[src/rtl/dsr_pkg.sv]
// Shared formats, rounding-mode encoding, flag bundle and class codes
// for the double-to-single rounding unit.
package dsr_pkg;

    localparam int DW      = 64;            // binary64 width
    localparam int DEXP    = 11;            // binary64 exponent width
    localparam int DFRAC   = 52;            // binary64 fraction width
    localparam int SW      = 32;            // binary32 width
    localparam int SEXP    = 8;             // binary32 exponent width
    localparam int SFRAC   = 23;            // binary32 fraction width
    localparam int DBIAS   = 1023;
    localparam int SBIAS   = 127;
    localparam int DROP    = DFRAC - SFRAC; // bits dropped for a normal result
    localparam int SMIN_E  = 1 - SBIAS;     // smallest normal unbiased exponent
    localparam int SMAX_E  = SBIAS;         // largest normal unbiased exponent
    localparam int SH_CAP  = SFRAC + 2;     // extra right shift beyond DROP that empties the significand
    localparam int SHW     = $clog2(SH_CAP + 1);
    localparam int EW      = DEXP + 2;      // signed unbiased exponent width
    localparam int REBIAS  = DBIAS - SBIAS;
    localparam int QBIT    = DFRAC - 1;     // quiet bit of a binary64 NaN

    typedef enum logic [1:0] {
        RM_NEAR = 2'b00,
        RM_ZERO = 2'b01,
        RM_PINF = 2'b10,
        RM_NINF = 2'b11
    } rmode_e;

    typedef struct packed {
        logic ox;   // overflow
        logic ux;   // underflow
        logic xx;   // inexact
        logic vx;   // invalid from signalling NaN
    } flags_t;

    localparam logic [4:0] CLS_QNAN = 5'b10001;
    localparam logic [4:0] CLS_NINF = 5'b01001;
    localparam logic [4:0] CLS_NNRM = 5'b01000;
    localparam logic [4:0] CLS_NSUB = 5'b11000;
    localparam logic [4:0] CLS_NZER = 5'b10010;
    localparam logic [4:0] CLS_PZER = 5'b00010;
    localparam logic [4:0] CLS_PSUB = 5'b10100;
    localparam logic [4:0] CLS_PNRM = 5'b00100;
    localparam logic [4:0] CLS_PINF = 5'b00101;

endpackage

[src/rtl/dsr_narrow.sv]
// Narrows a binary64 operand to a binary32 encoding under the selected
// rounding direction and flush mode, and raises the exception flags.
// Assumes: purely combinational; NaN payloads are truncated and
// signalling NaNs are quietened; tininess is detected before rounding.
module dsr_narrow
    import dsr_pkg::*;
(
    input  logic [DW-1:0] op_i,
    input  logic [1:0]    rmode_i,
    input  logic          ftz_i,
    output logic [SW-1:0] sp_o,
    output flags_t        flg_o
);

    localparam int VW = DFRAC + 1 + SH_CAP;
    localparam logic [SW-2:0] SP_INF_MAG = {{SEXP{1'b1}}, {SFRAC{1'b0}}};
    localparam logic [SW-2:0] SP_MAX_MAG = {{(SEXP-1){1'b1}}, 1'b0, {SFRAC{1'b1}}};

    logic                 sgn;
    logic [DEXP-1:0]      dexp;
    logic [DFRAC-1:0]     dfr;
    logic                 exp_all1, is_nan, is_inf, is_zero;
    logic signed [EW-1:0] unb;
    logic                 tiny, huge;
    logic [DFRAC:0]       sig;
    logic [SHW-1:0]       sh2;
    logic [VW-1:0]        vsh;
    logic [SFRAC:0]       kept;
    logic                 guard, sticky, lossy, inc, away;
    logic [SEXP-1:0]      exp_base;
    logic [SW-2:0]        base_mag, rnd_mag;
    logic                 ovf;

    assign {sgn, dexp, dfr} = op_i;
    assign exp_all1 = &dexp;
    assign is_nan   = exp_all1 & (|dfr);
    assign is_inf   = exp_all1 & ~(|dfr);
    assign is_zero  = (dexp == '0) & ~(|dfr);

    // unbiased exponent; binary64 subnormals take the minimum exponent
    assign unb  = (dexp == '0) ? EW'(1 - DBIAS)
                               : $signed({{(EW-DEXP){1'b0}}, dexp}) - EW'(DBIAS);
    assign tiny = unb < EW'(SMIN_E);
    assign huge = unb > EW'(SMAX_E);
    assign sig  = {dexp != '0, dfr};

    // extra denormalising shift for results below the binary32 normal range
    always_comb begin
        if (!tiny)
            sh2 = '0;
        else if ((EW'(SMIN_E) - unb) > EW'(SH_CAP))
            sh2 = SHW'(SH_CAP);
        else
            sh2 = SHW'(EW'(SMIN_E) - unb);
    end

    // align: kept significand, guard bit and sticky remainder
    assign vsh    = {sig, {SH_CAP{1'b0}}} >> sh2;
    assign kept   = vsh[VW-1 -: SFRAC+1];
    assign guard  = vsh[VW-SFRAC-2];
    assign sticky = |vsh[VW-SFRAC-3:0];
    assign lossy  = guard | sticky;

    // round-up decision per direction
    always_comb begin
        case (rmode_i)
            RM_NEAR: inc = guard & (sticky | kept[0]);
            RM_ZERO: inc = 1'b0;
            RM_PINF: inc = lossy & ~sgn;
            RM_NINF: inc = lossy & sgn;
            default: inc = 1'b0;
        endcase
    end

    // whether overflow goes to infinity or saturates at the largest finite value
    always_comb begin
        case (rmode_i)
            RM_NEAR: away = 1'b1;
            RM_PINF: away = ~sgn;
            RM_NINF: away = sgn;
            default: away = 1'b0;
        endcase
    end

    // hidden bit of kept carries into the exponent field (one below true value)
    assign exp_base = tiny ? '0 : SEXP'(unb + EW'(SBIAS - 1));
    assign base_mag = {exp_base, {SFRAC{1'b0}}} + (SW-1)'(kept);
    assign rnd_mag  = base_mag + (SW-1)'(inc);
    assign ovf      = huge | (rnd_mag == SP_INF_MAG);

    // select the binary32 encoding and flags by operand category
    always_comb begin
        flg_o = '0;
        if (is_nan) begin
            sp_o     = {sgn, {SEXP{1'b1}}, 1'b1, dfr[QBIT-1 -: SFRAC-1]};
            flg_o.vx = ~dfr[QBIT];
        end else if (is_inf) begin
            sp_o = {sgn, SP_INF_MAG};
        end else if (is_zero) begin
            sp_o = {sgn, {(SW-1){1'b0}}};
        end else if (tiny && ftz_i) begin
            sp_o     = {sgn, {(SW-1){1'b0}}};
            flg_o.ux = 1'b1;
            flg_o.xx = 1'b1;
        end else if (ovf) begin
            sp_o     = {sgn, away ? SP_INF_MAG : SP_MAX_MAG};
            flg_o.ox = 1'b1;
            flg_o.xx = 1'b1;
        end else begin
            sp_o     = {sgn, rnd_mag};
            flg_o.xx = lossy;
            flg_o.ux = tiny & lossy;
        end
    end

endmodule

[src/rtl/dsr_widen.sv]
// Widens a binary32 encoding exactly into binary64 and classifies it.
// Assumes: combinational; binary32 subnormals become binary64 normals
// after a leading-zero normalisation.
module dsr_widen
    import dsr_pkg::*;
(
    input  logic [SW-1:0] sp_i,
    output logic [DW-1:0] dp_o,
    output logic [4:0]    cls_o
);

    logic              sgn;
    logic [SEXP-1:0]   e8;
    logic [SFRAC-1:0]  man, nman;
    logic [SHW-1:0]    lz;
    logic              hit;

    assign {sgn, e8, man} = sp_i;

    // count leading zeros of the binary32 fraction
    always_comb begin
        lz  = '0;
        hit = 1'b0;
        for (int i = SFRAC - 1; i >= 0; i--) begin
            if (!hit) begin
                if (man[i]) hit = 1'b1;
                else        lz  = lz + 1'b1;
            end
        end
    end

    assign nman = man << (lz + 1'b1);

    // re-encode with the binary64 bias
    always_comb begin
        if (&e8)
            dp_o = {sgn, {DEXP{1'b1}}, man, {DROP{1'b0}}};
        else if (e8 == '0 && man == '0)
            dp_o = {sgn, {(DW-1){1'b0}}};
        else if (e8 == '0)
            dp_o = {sgn, DEXP'(REBIAS) - DEXP'(lz), nman, {DROP{1'b0}}};
        else
            dp_o = {sgn, DEXP'(e8) + DEXP'(REBIAS), man, {DROP{1'b0}}};
    end

    // class code of the binary32 value
    always_comb begin
        if (&e8)
            cls_o = (man != '0) ? CLS_QNAN : (sgn ? CLS_NINF : CLS_PINF);
        else if (e8 == '0 && man == '0)
            cls_o = sgn ? CLS_NZER : CLS_PZER;
        else if (e8 == '0)
            cls_o = sgn ? CLS_NSUB : CLS_PSUB;
        else
            cls_o = sgn ? CLS_NNRM : CLS_PNRM;
    end

endmodule

[src/rtl/dbl2sgl_round.sv]
// Double-to-single rounding unit: narrows, widens, registers the result,
// class, flag pulses and record-form condition field with one cycle of latency.
// Assumes: one operand per cycle, no stall; flags describe only the
// operand sampled on the previous edge.
module dbl2sgl_round
    import dsr_pkg::*;
(
    input  logic          clk,
    input  logic          rst_n,
    input  logic [63:0]   op_in,
    input  logic [1:0]    rmode,
    input  logic          ftz_en,
    input  logic          rec_en,
    input  logic [3:0]    trap_mask,
    output logic [63:0]   res_out,
    output logic [4:0]    cls_out,
    output logic          ox_out,
    output logic          ux_out,
    output logic          xx_out,
    output logic          vxsnan_out,
    output logic          fx_out,
    output logic [3:0]    cond_out
);

    logic [SW-1:0] sp_w;
    flags_t        flg_w;
    logic [DW-1:0] dp_w;
    logic [4:0]    cls_w;
    logic          fx_w, fex_w;

    dsr_narrow u_narrow (
        .op_i    (op_in),
        .rmode_i (rmode),
        .ftz_i   (ftz_en),
        .sp_o    (sp_w),
        .flg_o   (flg_w)
    );

    dsr_widen u_widen (
        .sp_i  (sp_w),
        .dp_o  (dp_w),
        .cls_o (cls_w)
    );

    assign fx_w  = flg_w.ox | flg_w.ux | flg_w.xx | flg_w.vx;
    assign fex_w = |(trap_mask & {flg_w.vx, flg_w.ox, flg_w.ux, flg_w.xx});

    // output register stage
    always_ff @(posedge clk) begin
        if (!rst_n) begin
            res_out    <= '0;
            cls_out    <= '0;
            ox_out     <= 1'b0;
            ux_out     <= 1'b0;
            xx_out     <= 1'b0;
            vxsnan_out <= 1'b0;
            fx_out     <= 1'b0;
            cond_out   <= '0;
        end else begin
            res_out    <= dp_w;
            cls_out    <= cls_w;
            ox_out     <= flg_w.ox;
            ux_out     <= flg_w.ux;
            xx_out     <= flg_w.xx;
            vxsnan_out <= flg_w.vx;
            fx_out     <= fx_w;
            cond_out   <= rec_en ? {fx_w, fex_w, flg_w.vx, flg_w.ox} : 4'b0000;
        end
    end

    AST_REC_OFF_ZERO: assert property (@(posedge clk) disable iff (!rst_n)
        ($past(rst_n) && !$past(rec_en)) |-> cond_out == 4'b0000);

    AST_ZERO_PASS: assert property (@(posedge clk) disable iff (!rst_n)
        ($past(rst_n) && $past(op_in[62:0]) == 63'd0) |-> (res_out == $past(op_in) && !fx_out));

    AST_SNAN_QUIET: assert property (@(posedge clk) disable iff (!rst_n)
        ($past(rst_n) && $past(op_in[62:52]) == 11'h7FF && !$past(op_in[51]) && $past(op_in[50:0]) != 51'd0)
        |-> (vxsnan_out && fx_out && res_out[51] && res_out[62:52] == 11'h7FF));

    AST_RZ_FINITE: assert property (@(posedge clk) disable iff (!rst_n)
        ($past(rst_n) && $past(rmode) == 2'b01 && $past(op_in[62:52]) != 11'h7FF)
        |-> res_out[62:52] != 11'h7FF);

    AST_FTZ_NO_SUBN: assert property (@(posedge clk) disable iff (!rst_n)
        ($past(rst_n) && $past(ftz_en)) |-> (cls_out != CLS_PSUB && cls_out != CLS_NSUB));

    AST_UX_TINY: assert property (@(posedge clk) disable iff (!rst_n)
        ($past(rst_n) && ux_out) |-> $past(op_in[62:52]) < 11'd897);

    AST_OVF_INEXACT: assert property (@(posedge clk) disable iff (!rst_n)
        ox_out |-> (xx_out && fx_out && !ux_out));

endmodule

[config.mk]
export PLATFORM = sky130hd
export DESIGN_NAME = dbl2sgl_round
export DESIGN_NICKNAME = d
export VERILOG_FILES = /design/src/rtl/dsr_pkg.sv /design/src/rtl/dsr_narrow.sv /design/src/rtl/dsr_widen.sv /design/src/rtl/dbl2sgl_round.sv
export SDC_FILE = /design/constraint.sdc
export NUM_CORES = 1
export LEC_CHECK = 0
export CORE_MARGIN = 1
export CORE_UTILIZATION = 40
export CTS_CLUSTER_SIZE = 14
export DETAILED_ROUTE_END_ITERATION = 16
export DONT_BUFFER_PORTS = 1
export SLEW_MARGIN = 20
export SYNTH_ARGS = -nofsm -noshare
export SYNTH_HDL_FRONTEND = slang
export SYNTH_SLANG_ARGS = --single-unit
[constraint.sdc]
create_clock -name clk -period 30.7 [get_ports clk]
set_input_delay 4.605 -clock clk [delete_from_list [all_inputs] [get_ports clk]]
set_output_delay 4.605 -clock clk [all_outputs]
set_load 0.05 [all_outputs]
==> results.ini, run 1 <==
[status]
status=finished, final reports clean

[global_route]
grt_max_degree=58
track_usage_pct=31.79
grt_pass1_wl_um=73880
antenna_found_initial=0
grt_pass1_vias=12680
overflow=0

[floorplanning]
ios=152
core_area_mm2=0.02863
die_x_um=172.5
initial_core_util_pct=40.61
die_y_um=172.5
die_area_mm2=0.02974
num_rows=62

[sta]
period_share_pct=87.08
hold_viol_final=0
final-max-slew-violation-count=0
timing.setup.tns_ns=0
worstMarginPinSlew_ns=1.054
fmax_mhz=37.41
finalCriticalPeriod_ns=26.73
max_slew_margin_pct=29.72
grt_setup_unrepaired=false
finalSetupViolCount=0
worst_slack_ns=3.967

[placement]
hpwl_um=38180
portBuffers=0
place.gp.congestion=1.021
post-place-ws_ns=4.281
dp_cells=2051

[layout]
fillCellCount=3090
mostFrequentLayoutCells=nand2_1 (240), nor2_1 (185), a21oi_1 (116), o21ai_0 (90), nor3_1 (81)
final_nets=1780
final_common_cell=nand2_1
finalNonFillerCells=2059
num_antenna_cells=0
area_growth_pct=2.002
postLayoutCoreUtil_pct=41.42
layout-drive-gt1-share_pct=8.000

[routing]
wl_um=48030
drt_iter0_drc=1656
ant_nets=0
dr.pass1.iters=5
vias=13800
drc_errors=0
wl_per_cell_um=23.33
avgViaCountPerCell=6.702

[clocking]
hold_buffers=0
cts_buffers=5
clkSinkCount=48
cts.clk_slew.worst_paths_ns=0.07
cts_max_path_buffers=2
cts-root-buf=clkbuf_16
cts_tree=done
cts_resized=0
cts_setup_buffers=0
htreeDepth=2

[power_and_ir_drop]
cellLeakagePower_uw=0.004378
combPwrFrac_pct=76.6
power_density_mw_per_mm2=51.11
clkPwrFrac_pct=9.1
vdd_drop_max_mv=0.04382
fin_total_pwr_uw=606.0
power_frac_seq_pct=14.3
intPower_uw=262.7
p_sw_uw=343.3
sw_frac_of_total_pct=56.65

[yosys]
mappedNetlistArea_mm2=0.01162
netlist_instances=1749
yosysSeqAreaShare_pct=8.267
synth_seq_cells=48
synth_ff_type=dfxtp_1
ys_warn_count=0
avgSynthCellArea_um2=6.646
synthArstFlopShare_pct=0
synth_cell_types=123
synth_edf_count=0

[job]
maxCapViolCount=0

[critical_path]
path_delay_family=compound AO/OA/AOI/OAI gates
worstPathRequired_ns=30.83
crit_arrival_ns=26.86
crit_start=op_in[52]
worst-path-stages=97
critPathMostFrequentCell=ha_1
worst_path_largest_cell_delay_ns=0.74
cp_slowest_cell=and2_1
start_kind=input port
worstPathMaxFanout=57
crit_buf_inv=4
cp-end-kind=flop
endpoint=res_out[49]$_SDFF_PN0_
critPathKind=in -> reg

[min_path]
hold_class=in -> reg

synth_stat cells, drive strengths merged (10+ instances only):
| master | instances | area [um2] |
|---|---|---|
| a211oi | 47 | 362.8 |
| a21o | 11 | 82.58 |
| a21oi | 119 | 599.3 |
| a22oi | 18 | 140.1 |
| a31oi | 24 | 150.1 |
| and2 | 21 | 131.4 |
| and3 | 25 | 156.4 |
| buf | 65 | 455.4 |
| clkbuf | 69 | 261.5 |
| dfxtp | 48 | 960.9 |
| ha | 32 | 400.4 |
| inv | 47 | 176.4 |
| mux2 | 21 | 236.5 |
| mux2i | 59 | 603.1 |
| nand2 | 242 | 913.4 |
| nand3 | 59 | 320.3 |
| nand4 | 22 | 150.1 |
| nor2 | 191 | 743.2 |
| nor3 | 91 | 511.8 |
| nor4 | 42 | 302.8 |
| o211ai | 21 | 162.6 |
| o21a | 18 | 135.1 |
| o21ai | 110 | 573.1 |
| o22a | 10 | 87.58 |
| o22ai | 20 | 131.4 |
| o31ai | 18 | 172.7 |
| or2 | 11 | 68.82 |
| or3 | 25 | 161.4 |
| xnor2 | 44 | 400.4 |
| xor2 | 39 | 349.1 |
registers in the layout, summed over array words and instances (netlist names):
name / count
cls_out: 5
cond_out: 4
fx_out: 1
ox_out: 1
res_out: 34
ux_out: 1
vxsnan_out: 1
xx_out: 1
cell type report:
cell class / instances / area [um2] / share of cell area (%)
clock inverter: 1 / 7.507 / 0.06332
tap: 384 / 480.5 / 4.052
clock buffer: 7 / 142.6 / 1.203
timing repair buffer: 24 / 180.2 / 1.520
inverter: 47 / 176.4 / 1.488
sequential: 48 / 960.9 / 8.105
multi-input combinational: 1548 / 9908 / 83.57
layer usage:
metal	global-route usage, %	vias up	wire length (um)
met5	0	-	0
met4	11.81	0	1784
met3	7.324	130	5250
met2	47.90	841	20260
met1	43.56	6483	20740
li1	-	6345	-
stage by stage:
step                area, um2  hold slack, ns
detailed placement      11700           4.701
finish                  11860           4.394
floorplan               11730           4.723
global placement        11700           4.703
CTS                     11850           4.396
global route            11860           4.382
worst min path at each step:
stage                     cells after the start  slack, ns                     end      start
after floorplan                               1       4.72  res_out[58]$_SDFF_PN0_      rst_n
after global placement                        1       4.70   vxsnan_out$_SDFF_PN0_  op_in[51]
after global routing                          1       4.38  cond_out[1]$_SDFF_PN0_  op_in[51]
after detailed placement                      1       4.70   vxsnan_out$_SDFF_PN0_  op_in[51]
after CTS                                     1       4.40   vxsnan_out$_SDFF_PN0_  op_in[51]
final                                         1       4.39  cond_out[1]$_SDFF_PN0_  op_in[51]
power by group through the flow:
stage          clock [uW]  sequential [uW]  combinational, uW
6_report             55.0             86.7                464
5_1_grt              58.3             87.4                506
4_1_cts              55.6             86.8                450
3_5_place_dp            0             88.1                447
3_3_place_gp            0             88.2                447
2_1_floorplan           0             87.0                352
kinds of logic (layout without fill, tap and decap cells):
kind of cell / Yosys count / after routing / synth area share [%]
and+or+nand+nor: 778 / 778 / 33.20
AOI/OAI and AO/OA: 535 / 535 / 32.31
buffers and inverters: 181 / 79 / 7.686
xor gates and xnor gates: 86 / 86 / 7.029
muxes: 81 / 81 / 7.417
DFF: 48 / 48 / 8.267
adders and majority gates: 39 / 39 / 4.058
other: 1 / 29 / 0.03226
(Power assumes the default switching activity.)
==> run 2, diff against run 1 <==
Settings changed: GPL_TIMING_DRIVEN set to 0.
==> results.ini, run 2 (synthesis gave the netlist of run 1 again) <==
[critical_path]
cp-end-kind=flop  ; unchanged
crit_arrival_ns=28.24  ; was 26.86 ns
worstPathRequired_ns=30.93  ; was 30.83 ns
critPathMostFrequentCell=ha_1  ; unchanged
worst_path_largest_cell_delay_ns=0.67  ; was 0.74 ns
critPathKind=in -> reg  ; unchanged
worstPathMaxFanout=10  ; was 57
start_kind=input port  ; unchanged
cp_slowest_cell=xor2_1  ; was and2_1

[power_and_ir_drop]
power_density_mw_per_mm2=50.81  ; was 51.11 mW/mm2
clkPwrFrac_pct=8.6  ; was 9.1%
power_frac_seq_pct=13.7  ; was 14.3%
sw_frac_of_total_pct=57.91  ; was 56.65%
intPower_uw=264.5  ; was 262.7 uW
p_sw_uw=364.0  ; was 343.3 uW
vdd_drop_max_mv=0.02829  ; was 0.04382 mV
combPwrFrac_pct=77.7  ; was 76.6%
cellLeakagePower_uw=0.004655  ; was 0.004378 uW

[routing]
avgViaCountPerCell=6.523  ; was 6.702
ant_nets=0  ; unchanged
wl_per_cell_um=22.78  ; was 23.33 um
vias=14160  ; was 13,800
wl_um=49450  ; was 48,030 um
drc_errors=0  ; unchanged
dr.pass1.iters=5  ; unchanged
drt_iter0_drc=1711  ; was 1,656

[sta]
worstMarginPinSlew_ns=1.109  ; was 1.054 ns
finalSetupViolCount=0  ; unchanged
max_slew_margin_pct=26.05  ; was 29.72%
fmax_mhz=35.71  ; was 37.41 MHz
timing.setup.tns_ns=0  ; unchanged
hold_viol_final=0  ; unchanged
finalCriticalPeriod_ns=28.01  ; was 26.73 ns
period_share_pct=91.22  ; was 87.08%
final-max-slew-violation-count=0  ; unchanged
grt_setup_unrepaired=false  ; unchanged

[clocking]
cts_resized=0  ; unchanged
cts_tree=done  ; unchanged
cts_buffers=5  ; unchanged
cts_max_path_buffers=2  ; unchanged
clkSinkCount=48  ; unchanged
cts.clk_slew.worst_paths_ns=0.06  ; was 0.07 ns
htreeDepth=2  ; unchanged
cts_setup_buffers=0  ; unchanged
hold_buffers=0  ; unchanged
cts-root-buf=clkbuf_16  ; unchanged

[min_path]
min_from=rec_en  ; was op_in[51]
hold_path_end=cond_out[3]$_SDFF_PN0_  ; was cond_out[1]$_SDFF_PN0_
hold_class=in -> reg  ; unchanged
hold_path_depth=1  ; unchanged

[floorplanning]
die_y_um=172.5  ; unchanged
initial_core_util_pct=40.61  ; unchanged
ios=152  ; unchanged
die_area_mm2=0.02974  ; unchanged
core_area_mm2=0.02863  ; unchanged
die_x_um=172.5  ; unchanged
num_rows=62  ; unchanged

[placement]
dp_cells=2162  ; was 2,051
portBuffers=0  ; unchanged
hpwl_um=40290  ; was 38,180 um
place.gp.congestion=1.007  ; was 1.021

[global_route]
grt_max_degree=16  ; was 58
antenna_found_initial=0  ; unchanged
grt_pass1_wl_um=75270  ; was 73,880 um
grt_pass1_vias=12880  ; was 12,680
track_usage_pct=32.70  ; was 31.79%
overflow=0  ; unchanged

[layout]
finalNonFillerCells=2171  ; was 2,059
area_growth_pct=6.426  ; was 2.002%
layout-drive-gt1-share_pct=9.462  ; was 8.000%
mostFrequentLayoutCells=nand2_1 (240), nor2_1 (186), a21oi_1 (118), o21ai_0 (90), nor3_1 (81)  ; was nand2_1 (240), nor2_1 (185), a21oi_1 (116), o21ai_0 (90), nor3_1 (81)
largest_register_ffs=34  ; unchanged
reg_top3=res_out: 34 flops, cls_out: 5 flops, cond_out: 4 flops  ; unchanged
final_common_cell=nand2_1  ; unchanged
final_nets=1891  ; was 1,780
regMostFlops=res_out  ; unchanged

[status]
status=finished, final reports clean  ; unchanged

[job]
maxCapViolCount=0  ; unchanged

==> run 2: layout make-up <==
type                       count  area, um2
antenna                        1      2.502
tap                          384      480.5
clock inverter                 2      16.27
fill                        3074      16250
inverter                      47      176.4
timing repair buffer           1      7.507
buffer                       134      716.9
multi-input combinational   1548       9881
clock buffer                   6      128.9
sequential                    48      960.9
==> run 2: metrics by stage <==
step	total power (uW)	cell area (um2)	util (%)	hold WS [ns]	setup WS, ns
finish	628.5	12370	43.22	4.429	2.695
floorplan	439.0	11730	-	4.723	7.104
global placement	555.3	12210	42.65	4.729	3.077
detailed placement	555.9	12220	42.70	4.734	3.034
CTS	612.3	12370	43.21	4.419	3.252
global route	673.9	12370	43.21	4.419	0.8975
==> run 2: power by group through the flow <==
stage	logic [uW]	clock network, uW	registers, uW
6_report	488	53.8	86.2
3_3_place_gp	468	0	87.7
3_5_place_dp	468	0	87.7
5_1_grt	530	57.4	86.9
4_1_cts	471	54.9	86.3
2_1_floorplan	352	0	87.0
==> run 2: critical path, delay by kind of cell <==
| kind | cells | cell delay [ns] |
|---|---|---|
| AND/OR/NAND/NOR | 31 | 4.52 |
| buffers and inverters | 10 | 3.05 |
| multiplexers | 9 | 2.51 |
| AO/OA/AOI/OAI | 31 | 6.29 |
| adder cells (fa/ha/maj) | 18 | 5.19 |
| XOR/XNOR | 5 | 2.04 |
==> run 2: routing by layer <==
layer | share of wire, % | track usage [%] | up-vias
li1 | - | - | 6581
met1 | 44 | 46.04 | 6648
met2 | 42 | 49.79 | 829
met3 | 10 | 6.065 | 104
met4 | 3.2 | 10.08 | 0
met5 | 0 | 0 | -
==> run 2: worst max path at each step <==
stage / startpoint / endpoint / slack, ns
global route: op_in[52] / res_out[47]$_SDFF_PN0_ / 0.90
floorplan: op_in[52] / res_out[45]$_SDFF_PN0_ / 7.10
global placement: op_in[52] / res_out[47]$_SDFF_PN0_ / 3.08
CTS: op_in[52] / res_out[47]$_SDFF_PN0_ / 3.25
finish: op_in[52] / res_out[47]$_SDFF_PN0_ / 2.69
detailed placement: op_in[52] / res_out[47]$_SDFF_PN0_ / 3.03
